<file path="src/rtl/nand_bus_pkg.sv">
package nand_bus_pkg;
  localparam int unsigned PH_W   = 3;
  localparam int unsigned BUS_W  = 8;
  localparam int unsigned WORD_W = 32;
  localparam int unsigned LANES  = WORD_W / BUS_W;
  localparam int unsigned IDX_W  = $clog2(LANES);

  typedef enum logic [2:0] {
    REG_CTRL   = 3'd0,
    REG_TIMING = 3'd1,
    REG_CMD    = 3'd2,
    REG_ADDR   = 3'd3,
    REG_DATA   = 3'd4,
    REG_STATUS = 3'd5
  } reg_sel_e;

  typedef enum logic [1:0] {
    PH_IDLE   = 2'd0,
    PH_SETUP  = 2'd1,
    PH_STROBE = 2'd2,
    PH_HOLD   = 2'd3
  } phase_e;

  typedef enum logic [1:0] {
    CYC_CMD   = 2'd0,
    CYC_ADDR  = 2'd1,
    CYC_WDATA = 2'd2,
    CYC_RDATA = 2'd3
  } cyc_kind_e;

  typedef struct packed {
    logic [PH_W-1:0] setup;
    logic [PH_W-1:0] strobe;
    logic [PH_W-1:0] hold;
  } timing_t;
endpackage

</file>
<file path="src/rtl/nand_phase_timer.sv">
module nand_phase_timer #(
  parameter int unsigned W = 3
) (
  input  logic         clk_i,
  input  logic         rst_ni,
  input  logic         load_i,
  input  logic [W-1:0] val_i,
  output logic         done_o
);
  logic [W-1:0] cnt_q;

  always_ff @(posedge clk_i or negedge rst_ni) begin
    if (!rst_ni)               cnt_q <= '0;
    else if (load_i)           cnt_q <= val_i;
    else if (cnt_q != '0)      cnt_q <= cnt_q - 1'b1;
  end

  assign done_o = (cnt_q == '0);
endmodule

</file>
<file path="src/rtl/nand_host_regs.sv">
module nand_host_regs
  import nand_bus_pkg::*;
#(
  parameter bit WIDE_SETUP = 1'b0
) (
  input  logic              clk_i,
  input  logic              rst_ni,
  input  logic              wr_i,
  input  reg_sel_e          sel_i,
  input  logic [WORD_W-1:0] wdata_i,
  input  logic              rb_i,
  output logic              en_o,
  output logic              nce_o,
  output logic              ecc_init_o,
  output timing_t           timing_o,
  output logic [WORD_W-1:0] rdata_o
);
  localparam logic [PH_W-1:0] SETUP_MASK = WIDE_SETUP ? 3'b111 : 3'b011;

  logic       en_q, nce_q, ecc_q;
  timing_t    timing_q;
  logic [1:0] rb_sync_q;
  logic       unused_wdata;

  assign unused_wdata = ^{wdata_i[31:19], wdata_i[15:11], wdata_i[7:5], wdata_i[3]};

  always_ff @(posedge clk_i or negedge rst_ni) begin
    if (!rst_ni) begin
      en_q            <= 1'b0;
      nce_q           <= 1'b1;
      ecc_q           <= 1'b0;
      timing_q.setup  <= SETUP_MASK;
      timing_q.strobe <= '1;
      timing_q.hold   <= '1;
      rb_sync_q       <= 2'b00;
    end else begin
      ecc_q     <= 1'b0;
      rb_sync_q <= {rb_sync_q[0], rb_i};
      if (wr_i && sel_i == REG_CTRL) begin
        en_q  <= wdata_i[0];
        // enabling forces the chip deselected
        nce_q <= wdata_i[1] | (wdata_i[0] & ~en_q);
        ecc_q <= wdata_i[4];
      end
      if (wr_i && sel_i == REG_TIMING) begin
        timing_q.setup  <= wdata_i[2:0] & SETUP_MASK;
        timing_q.strobe <= wdata_i[10:8];
        timing_q.hold   <= wdata_i[18:16];
      end
    end
  end

  always_comb begin
    unique case (sel_i)
      REG_CTRL:   rdata_o = {30'b0, nce_q, en_q};
      REG_TIMING: rdata_o = {13'b0, timing_q.hold, 5'b0, timing_q.strobe, 5'b0, timing_q.setup};
      REG_STATUS: rdata_o = {31'b0, rb_sync_q[1]};
      default:    rdata_o = '0;
    endcase
  end

  assign en_o       = en_q;
  assign nce_o      = nce_q;
  assign ecc_init_o = ecc_q;
  assign timing_o   = timing_q;
endmodule

</file>
<file path="src/rtl/nand_byte_seq.sv">
module nand_byte_seq
  import nand_bus_pkg::*;
(
  input  logic              clk_i,
  input  logic              rst_ni,
  input  logic              start_i,
  input  cyc_kind_e         kind_i,
  input  logic [IDX_W-1:0]  last_i,
  input  logic [WORD_W-1:0] wdata_i,
  input  timing_t           timing_i,
  input  logic [BUS_W-1:0]  io_i,
  output logic              busy_o,
  output logic              rd_done_o,
  output logic [WORD_W-1:0] rdata_o,
  output logic              cle_o,
  output logic              ale_o,
  output logic              we_no,
  output logic              re_no,
  output logic [BUS_W-1:0]  io_o,
  output logic              io_oe_o
);
  phase_e            phase_q, phase_d;
  cyc_kind_e         kind_q;
  logic [IDX_W-1:0]  idx_q, last_q;
  logic [WORD_W-1:0] wdata_q;
  logic [BUS_W-1:0]  lane_q [LANES];
  logic              fin_q;
  logic              load;
  logic [PH_W-1:0]   load_val;
  logic              done;
  logic              last_end;
  logic              capture;

  nand_phase_timer #(.W(PH_W)) i_timer (
    .clk_i  (clk_i),
    .rst_ni (rst_ni),
    .load_i (load),
    .val_i  (load_val),
    .done_o (done)
  );

  assign last_end = (phase_q == PH_HOLD) && done && (idx_q == last_q);
  assign capture  = (phase_q == PH_STROBE) && done && (kind_q == CYC_RDATA);

  always_comb begin
    phase_d  = phase_q;
    load     = 1'b0;
    load_val = timing_i.setup;
    unique case (phase_q)
      PH_IDLE: if (start_i) begin
        phase_d = PH_SETUP;
        load    = 1'b1;
      end
      PH_SETUP: if (done) begin
        phase_d  = PH_STROBE;
        load     = 1'b1;
        load_val = timing_i.strobe;
      end
      PH_STROBE: if (done) begin
        phase_d  = PH_HOLD;
        load     = 1'b1;
        load_val = timing_i.hold;
      end
      PH_HOLD: if (done) begin
        phase_d = last_end ? PH_IDLE : PH_SETUP;
        load    = !last_end;
      end
      default: phase_d = PH_IDLE;
    endcase
  end

  always_ff @(posedge clk_i or negedge rst_ni) begin
    if (!rst_ni) begin
      phase_q <= PH_IDLE;
      kind_q  <= CYC_CMD;
      idx_q   <= '0;
      last_q  <= '0;
      wdata_q <= '0;
      fin_q   <= 1'b0;
    end else begin
      phase_q <= phase_d;
      fin_q   <= last_end;
      if (phase_q == PH_IDLE && start_i) begin
        kind_q  <= kind_i;
        idx_q   <= '0;
        last_q  <= last_i;
        wdata_q <= wdata_i;
      end else if (phase_q == PH_HOLD && done && !last_end) begin
        idx_q <= idx_q + 1'b1;
      end
    end
  end

  for (genvar g = 0; g < LANES; g++) begin : g_lane
    always_ff @(posedge clk_i or negedge rst_ni) begin
      if (!rst_ni)                                  lane_q[g] <= '0;
      else if (phase_q == PH_IDLE && start_i)       lane_q[g] <= '0;
      else if (capture && idx_q == IDX_W'(g))       lane_q[g] <= io_i;
    end
    assign rdata_o[g*BUS_W +: BUS_W] = lane_q[g];
  end

  assign busy_o    = (phase_q != PH_IDLE);
  assign rd_done_o = fin_q && (kind_q == CYC_RDATA);
  assign cle_o     = busy_o && (kind_q == CYC_CMD);
  assign ale_o     = busy_o && (kind_q == CYC_ADDR);
  assign we_no     = !((phase_q == PH_STROBE) && (kind_q != CYC_RDATA));
  assign re_no     = !((phase_q == PH_STROBE) && (kind_q == CYC_RDATA));
  assign io_o      = wdata_q[idx_q*BUS_W +: BUS_W];
  assign io_oe_o   = busy_o && (kind_q != CYC_RDATA);
endmodule

</file>
<file path="src/rtl/nand_bus_ctrl.sv">
module nand_bus_ctrl
  import nand_bus_pkg::*;
#(
  parameter bit WIDE_SETUP = 1'b0
) (
  input  logic        clk_i,
  input  logic        rst_ni,
  input  logic        req_valid_i,
  output logic        req_ready_o,
  input  logic        req_write_i,
  input  logic [2:0]  req_sel_i,
  input  logic        req_size_i,
  input  logic [31:0] req_wdata_i,
  output logic        rsp_valid_o,
  output logic [31:0] rsp_rdata_o,
  output logic        nand_cle_o,
  output logic        nand_ale_o,
  output logic        nand_we_no,
  output logic        nand_re_no,
  output logic        nand_ce_no,
  output logic [7:0]  nand_io_o,
  output logic        nand_io_oe_o,
  input  logic [7:0]  nand_io_i,
  input  logic        nand_rb_i,
  output logic        ecc_restart_o
);
  reg_sel_e          sel;
  logic              accept, bus_req, busy;
  logic              en_w, nce_w, rd_done;
  timing_t           timing_w;
  logic [WORD_W-1:0] reg_rdata, seq_rdata;
  cyc_kind_e         kind;
  logic [IDX_W-1:0]  last;
  logic              rsp_q;
  logic [WORD_W-1:0] rsp_data_q;

  assign sel         = reg_sel_e'(req_sel_i);
  assign req_ready_o = !busy;
  assign accept      = req_valid_i && req_ready_o;
  assign bus_req     = accept && en_w &&
                       ((req_write_i && (sel == REG_CMD || sel == REG_ADDR)) || sel == REG_DATA);

  always_comb begin
    unique case (sel)
      REG_CMD:  kind = CYC_CMD;
      REG_ADDR: kind = CYC_ADDR;
      default:  kind = req_write_i ? CYC_WDATA : CYC_RDATA;
    endcase
  end

  assign last = (sel == REG_DATA && req_size_i) ? IDX_W'(LANES - 1) : '0;

  nand_host_regs #(.WIDE_SETUP(WIDE_SETUP)) i_regs (
    .clk_i      (clk_i),
    .rst_ni     (rst_ni),
    .wr_i       (accept && req_write_i),
    .sel_i      (sel),
    .wdata_i    (req_wdata_i),
    .rb_i       (nand_rb_i),
    .en_o       (en_w),
    .nce_o      (nce_w),
    .ecc_init_o (ecc_restart_o),
    .timing_o   (timing_w),
    .rdata_o    (reg_rdata)
  );

  nand_byte_seq i_seq (
    .clk_i     (clk_i),
    .rst_ni    (rst_ni),
    .start_i   (bus_req),
    .kind_i    (kind),
    .last_i    (last),
    .wdata_i   (req_wdata_i),
    .timing_i  (timing_w),
    .io_i      (nand_io_i),
    .busy_o    (busy),
    .rd_done_o (rd_done),
    .rdata_o   (seq_rdata),
    .cle_o     (nand_cle_o),
    .ale_o     (nand_ale_o),
    .we_no     (nand_we_no),
    .re_no     (nand_re_no),
    .io_o      (nand_io_o),
    .io_oe_o   (nand_io_oe_o)
  );

  always_ff @(posedge clk_i or negedge rst_ni) begin
    if (!rst_ni) begin
      rsp_q      <= 1'b0;
      rsp_data_q <= '0;
    end else begin
      rsp_q <= accept && !req_write_i && !bus_req;
      if (accept && !req_write_i && !bus_req) rsp_data_q <= reg_rdata;
    end
  end

  assign rsp_valid_o = rsp_q || rd_done;
  assign rsp_rdata_o = rd_done ? seq_rdata : rsp_data_q;
  assign nand_ce_no  = nce_w || !en_w;
endmodule

</file>
<file path="config.mk">
export PLATFORM = sky130hd
export DESIGN_NAME = nand_bus_ctrl
export DESIGN_NICKNAME = d
export VERILOG_FILES = /design/src/rtl/nand_bus_pkg.sv /design/src/rtl/nand_phase_timer.sv /design/src/rtl/nand_host_regs.sv /design/src/rtl/nand_byte_seq.sv /design/src/rtl/nand_bus_ctrl.sv
export SDC_FILE = /design/constraint.sdc
export NUM_CORES = 1
export LEC_CHECK = 0
export ABC_AREA = 1
export BUFFER_PORTS_ARGS = -buffer_cell sky130_fd_sc_hd__buf_4
export CELL_PAD_IN_SITES_DETAIL_PLACEMENT = 0
export CELL_PAD_IN_SITES_GLOBAL_PLACEMENT = 2
export CORE_ASPECT_RATIO = 1.75
export CORE_UTILIZATION = 34
export CTS_CLUSTER_SIZE = 25
export DETAILED_ROUTE_END_ITERATION = 10
export PLACE_DENSITY = 0.89
export SLEW_MARGIN = 20
export SYNTH_ARGS = -nofsm -noshare
export SYNTH_HDL_FRONTEND = slang
export SYNTH_SLANG_ARGS = --single-unit
</file>
<file path="constraint.sdc">
create_clock -name clk_i -period 4.6 [get_ports clk_i]
set_input_delay 1.38 -clock clk_i [delete_from_list [all_inputs] [get_ports clk_i]]
set_output_delay 1.38 -clock clk_i [all_outputs]
set_load 0.05 [all_outputs]
</file>
==> metrics.cfg, run 1 <==
[power_and_ir_drop]
p_total_mw=3.95
max-vdd-ir-drop_mv=0.499
powerDensity_nw_per_um2=677
leakagePower_nw=3.08

[clock_network]
root_buffer=clkbuf_16
cts_inserted_buffers=9
cts_buffer_depth=2
htreeDepth=3
cts_setup_buffers=0
cts_resized=0
ctsHoldBuffers=0
clk_latency_ns=0.35
cts_sinks=97
tritoncts=done
cts.clk_slew.worst_paths_ns=0.07

[sta]
finalCritPeriodShare_pct=77.9
max_slew_margin_pct=53.6
setup-tns-final_ns=0
rsz0062_at_grt=no
setup_viol=0
worst_hold_slack_ns=0.354
fin_skew_ns=0.0130
hold_viol=0
max_freq_mhz=279
min_period_ns=3.58
slew_violations=0
worstMarginPinSlew_ns=0.695
setup_ws_ns=1.02

[setup_path]
cp_num_cells=4
rrSetupSlack_ns=2.07
startpoint=i_seq.idx_q[0]
crit_family=flip-flops
cp_slowest_cell=dfrtp_1
worst-setup-path-type=register to primary output
cp-end-kind=primary output
reg2regPathDepth=8
crit_path_end=nand_io_o[2]
cp_data_required_time_ns=3.22
r2r-end=i_seq.wdata_q[12]
path_cells=inv_1 -> o21ai_0 -> o22ai_1 -> buf_4
worstPathMaxFanout=21
critical_path_arrival_ns=2.20
rr_startpoint=i_seq.phase_q[0]
start_kind=register
worst-path-buf-inv=2
critical-path-max-stage-delay_ns=0.74

[routing]
drtIter0Drc=165
vias_per_cell=4.63
firstDrtPassIters=4
avgRoutedWirePerCell_um=13.7
ant_nets=0
remaining_drc_errors=0
wirelength_um=11600
vias=3917

[floorplan]
fp.dieW_um=91.0
rows=56
dieHeight_um=158
die_area_um2=14300
start_util_pct=35.0
coreArea_um2=13500
pin_count=98

[synth]
yosysSeqAreaShare_pct=51.8
synth.area.mux_share_pct=1.91
synth_top_family_by_area=simple AND/OR/NAND/NOR gates
yosys-top-cells-count=nand2_1, dfrtp_1, inv_1
synth_area_per_cell_um2=8.13
ys_warn_count=0
syn-instance-count=579
yosys.area.top_type=dfrtp_1
synth_seq_cells=97
yosysMostFrequentCell=nand2_1
async_flop_share_pct=100
yosys.area_share.simple_pct=23.7
synth_area_um2=4710
synth_fa_ha_area_share_pct=2.92
ys_types=30
synth_compound_area_share_pct=11.0
synth.area.top_cells=dfrtp_1, nand2_1, dfstp_2
syn_nets=639
synth_xor_area_share_pct=0.186
synth-edff-count=0
netlist.area_leader.share_pct=46.8
ys.flop_type=dfrtp_1

[placed_design]
io_buffers=97
pre_cts_ws_ns=1.37
gp_congestion=0.793
place_hpwl_um=8670

[flow_run]
max-cap-violations=0

[global_routing]
antenna_found_initial=0
grt-ovfl-total=0
grt_max_degree=63
grt_pass1_vias=3902
grt_pass1_wl_um=19500
grt_usage_pct=17.3

[worst_hold_path]
hold_path_class=register to register

[cells_and_area]
diodes=0
area_delta_synth_final_pct=23.7
fillerInstances=1401
fin_nets=727
drive_above_1_share_pct=22.6

[status]
status=finished clean

-- flip-flops by register name, summed over array words and instances, names as in the netlist --
signal	count
i_seq.wdata_q	32
i_regs.en_o	1
i_regs.timing_o	8
rsp_data_q	8
i_seq.phase_q	2
i_regs.rb_sync_q	2
i_seq.i_timer.cnt_q	3
i_seq.idx_q	2
i_seq.kind_q	2
i_seq.rdata_o	32
i_regs.nce_o	1
i_seq.fin_q	1
i_regs.ecc_init_o	1
i_seq.last_q	1
rsp_q	1
-- power by group --
group	total [mW]	leakage [nW]	internal [mW]	switching, mW
logic	1.63	1.74	0.553	1.08
registers	1.52	1.20	1.26	0.260
clock network	0.796	0.142	0.477	0.320
-- through the flow --
stage | utilization (%) | instance area [um^2] | cells
finish | 43.3 | 5830 | 846
global route | 43.3 | 5830 | 846
CTS | 43.3 | 5830 | 846
detailed placement | 41.0 | 5510 | 830
global placement | 41.0 | 5510 | 830
floorplan | - | 4710 | 579
-- routing by layer --
| layer | vias to the layer above | GRT usage (%) | routed length (um) |
|---|---|---|---|
| li1 | 1989 | - | - |
| met1 | 1806 | 19.8 | 4760 |
| met2 | 108 | 31.7 | 6020 |
| met3 | 14 | 3.36 | 568 |
| met4 | 0 | 6.88 | 242 |
| met5 | - | 0 | 0 |
-- placed cells by master (no fill, tap or decap), drive strengths merged, types with 2 or more instances in the layout --
cell type / n
o22ai: 8
nand3: 14
nand2: 210
dfstp: 9
mux2: 8
buf: 99
ha: 11
bufinv: 2
clkbuf: 11
nor2: 53
clkinvlp: 3
dfrtp: 88
o21ai: 85
inv: 63
-- cell families (layout without fill, tap and decap cells) --
group / after synthesis / after routing
and+or+nand+nor: 279 / 279
AOI/OAI and AO/OA: 97 / 97
DFF: 97 / 97
buffers and inverters: 86 / 179
adders and majority gates: 11 / 11
muxes: 8 / 8
xor gates and xnor gates: 1 / 1
-- worst register-to-register path: cells and delay by family, from the launching register on --
| kind | cells | cell delay, ns |
|---|---|---|
| fa+ha+maj | 1 | 0.42 |
| buf+inv | 2 | 0.68 |
| flops | 1 | 0.45 |
| simple gates | 5 | 0.92 |
-- worst min-delay path by stage --
| stage | startpoint | to | slack [ns] | cells past startpoint |
|---|---|---|---|---|
| finish | i_regs.rb_sync_q[0] | i_regs.rb_sync_q[1] | 0.35 | 0 |
| global route | i_regs.rb_sync_q[0] | i_regs.rb_sync_q[1] | 0.37 | 0 |
| CTS | i_regs.rb_sync_q[0] | i_regs.rb_sync_q[1] | 0.35 | 0 |
| detailed placement | i_regs.rb_sync_q[0] | i_regs.rb_sync_q[1] | 0.34 | 0 |
| global placement | i_regs.rb_sync_q[0] | i_regs.rb_sync_q[1] | 0.33 | 0 |
| floorplan | i_regs.rb_sync_q[0] | i_regs.rb_sync_q[1] | 0.33 | 0 |
-- final cells by class --
| class | instances | area, um^2 | area share (%) |
|---|---|---|---|
| Sequential cell | 97 | 2440 | 41.9 |
| Inverter | 64 | 240 | 4.12 |
| Timing Repair Buffer | 99 | 743 | 12.8 |
| Multi-Input combinational cell | 396 | 1870 | 32.1 |
| Clock buffer | 11 | 233 | 3.99 |
| Tap cell | 174 | 218 | 3.74 |
| Clock inverter | 5 | 82.6 | 1.42 |
Note: power is estimated with default switching activity, not from simulation.
==> inputs of run 2 (changes only) <==
--- a/config.mk
+++ b/config.mk
@@ -5,7 +5,7 @@
 export SDC_FILE = /design/constraint.sdc
 export NUM_CORES = 1
 export LEC_CHECK = 0
-export ABC_AREA = 1
+export ABC_AREA = 0
 export BUFFER_PORTS_ARGS = -buffer_cell sky130_fd_sc_hd__buf_4
 export CELL_PAD_IN_SITES_DETAIL_PLACEMENT = 0
 export CELL_PAD_IN_SITES_GLOBAL_PLACEMENT = 2
@@ -13,7 +13,7 @@
 export CORE_UTILIZATION = 34
 export CTS_CLUSTER_SIZE = 25
 export DETAILED_ROUTE_END_ITERATION = 10
-export PLACE_DENSITY = 0.89
+export PLACE_DENSITY = 0.84
 export SLEW_MARGIN = 20
 export SYNTH_ARGS = -nofsm -noshare
 export SYNTH_HDL_FRONTEND = slang
==> constraint.sdc (replaced) <==
create_clock -name clk_i -period 3.6 [get_ports clk_i]
set_input_delay 1.08 -clock clk_i [delete_from_list [all_inputs] [get_ports clk_i]]
set_output_delay 1.08 -clock clk_i [all_outputs]
set_load 0.05 [all_outputs]
==> metrics.cfg, run 2 <==
[sta]
finalCritPeriodShare_pct=84.2
max_freq_mhz=330
fin_skew_ns=0.00703
max_slew_margin_pct=52.6
worstMarginPinSlew_ns=0.710
slew_violations=0
setup-tns-final_ns=0
min_period_ns=3.03
setup_viol=0
hold_viol=0
rsz0062_at_grt=no
worst_hold_slack_ns=0.363

[setup_path]
cp_data_required_time_ns=2.52
rr_startpoint=i_seq.phase_q[0]
reg2regPathDepth=7
start_kind=register
startpoint=i_seq.idx_q[0]
worst-setup-path-type=register to primary output
worstPathMaxFanout=14
critical_path_arrival_ns=1.95
cp-end-kind=primary output

[placed_design]
dpl.cell_count=723
place_area_um2=5670
io_buffers=97
gp_congestion=0.771
place_hpwl_um=8730

[cells_and_area]
layout_common_cells=nand2_1, buf_4, dfrtp_1, nor2_1, mux2i_1
final_common_cell=nand2_1
fin_cells=739
multi_input_area_um2=2150
fillerInstances=1376
final_area_um2=5950
area_delta_synth_final_pct=23.7
diodes=0
drive_above_1_share_pct=27.6
regArea_um2=2440
fin_nets=617

[global_routing]
grt_pass1_vias=3731
grt_pass1_wl_um=19000
antenna_found_initial=0
grt_max_degree=51
grt_usage_pct=16.5
grt-ovfl-total=0

[floorplan]
start_util_pct=34.7
die_area_um2=14600
dieHeight_um=159
pin_count=98
rows=57
fp.dieW_um=91.9
coreArea_um2=13800

[routing]
wirelength_um=11500
remaining_drc_errors=0
vias=3621
firstDrtPassIters=4
ant_nets=0
vias_per_cell=4.90
avgRoutedWirePerCell_um=15.6
drtIter0Drc=111

[clock_network]
cts_resized=0
ctsHoldBuffers=0
cts_inserted_buffers=9
clk_latency_ns=0.34
cts_sinks=97
cts.clk_slew.worst_paths_ns=0.07
cts_buffer_depth=2
tritoncts=done
cts_setup_buffers=0
htreeDepth=3
root_buffer=clkbuf_16

[synth]
synth_seq_cells=97
synth_area_per_cell_um2=10.3
syn_nets=528
yosysMostFrequentCell=nand2_1
yosys-top-cells-count=nand2_1, dfrtp_1, nor2_1
syn-instance-count=468
synth_area_um2=4810
ys_types=50
ys_warn_count=0
netlist.area_leader.share_pct=45.8
yosysSeqAreaShare_pct=50.7
synth-edff-count=0
async_flop_share_pct=100
ys.flop_type=dfrtp_1
synth.area.top_cells=dfrtp_1, nand2_1, mux2i_1
yosys.area.top_type=dfrtp_1

[power_and_ir_drop]
p_total_mw=3.76
powerDensity_nw_per_um2=632
max-vdd-ir-drop_mv=0.317
leakagePower_nw=3.10

[worst_hold_path]
hold_path_class=register to register
hp-start=i_regs.rb_sync_q[0]
hold_depth=0

[status]
status=finished clean

[flow_run]
max-cap-violations=0

run 2: path summary, 6_finish.rpt:
check	endpoint	slack (ns)
max	nand_io_o[3]	0.57
min	i_regs.rb_sync_q[1]	0.36
max reg2reg	i_seq.phase_q[1]	1.27
min reg2reg	i_regs.rb_sync_q[1]	0.36
max in group asynchronous	i_seq.wdata_q[19]	2.15
min in group asynchronous	i_seq.rdata_o[9]	0.76
run 2: cell families (layout without fill, tap and decap cells):
family	count (synthesis)	after routing	share of synthesized area, %
adder cells (fa/ha/maj)	11	11	2.86
XOR/XNOR	1	1	0.182
multiplexers	59	59	14.7
flip-flops	97	97	50.7
AND/OR/NAND/NOR	213	213	20.6
buffers and inverters	43	137	4.58
AO/OA/AOI/OAI	44	44	6.30
run 2: area by class of cell:
type / instances / area share [%]
sequential: 97 / 41.0
multi-input combinational: 328 / 36.2
timing repair buffer: 104 / 13.3
clock buffer: 9 / 3.79
tap: 177 / 3.72
inverter: 17 / 1.07
clock inverter: 7 / 0.905
run 2: where the power goes:
part	internal [mW]	switching (mW)	total [mW]
Sequential	1.38	0.190	1.57
Clock	0.476	0.424	0.900
Combinational	0.508	0.779	1.29
Total	2.37	1.39	3.76
run 2: worst max-delay path, stage by stage (launching register included):
cell	delay [ns]
dfrtp_1	0.80
mux4_2	0.60
buf_4	0.21
run 2: metal layers:
layer | share of wire, % | vias up | global-route usage [%]
li1 | - | 1737 | -
met5 | 0 | - | 0
met3 | 4.5 | 16 | 3.06
met1 | 41 | 1760 | 19.6
met2 | 52 | 108 | 29.2
met4 | 2.4 | 0 | 6.11
run 2: through the flow:
stage	worst slack, ns	util (%)
after floorplan	0.260	-
after global placement	0.911	41.0
after detailed placement	0.884	41.0
after CTS	0.503	43.0
after global routing	0.430	43.0
final	0.568	43.0
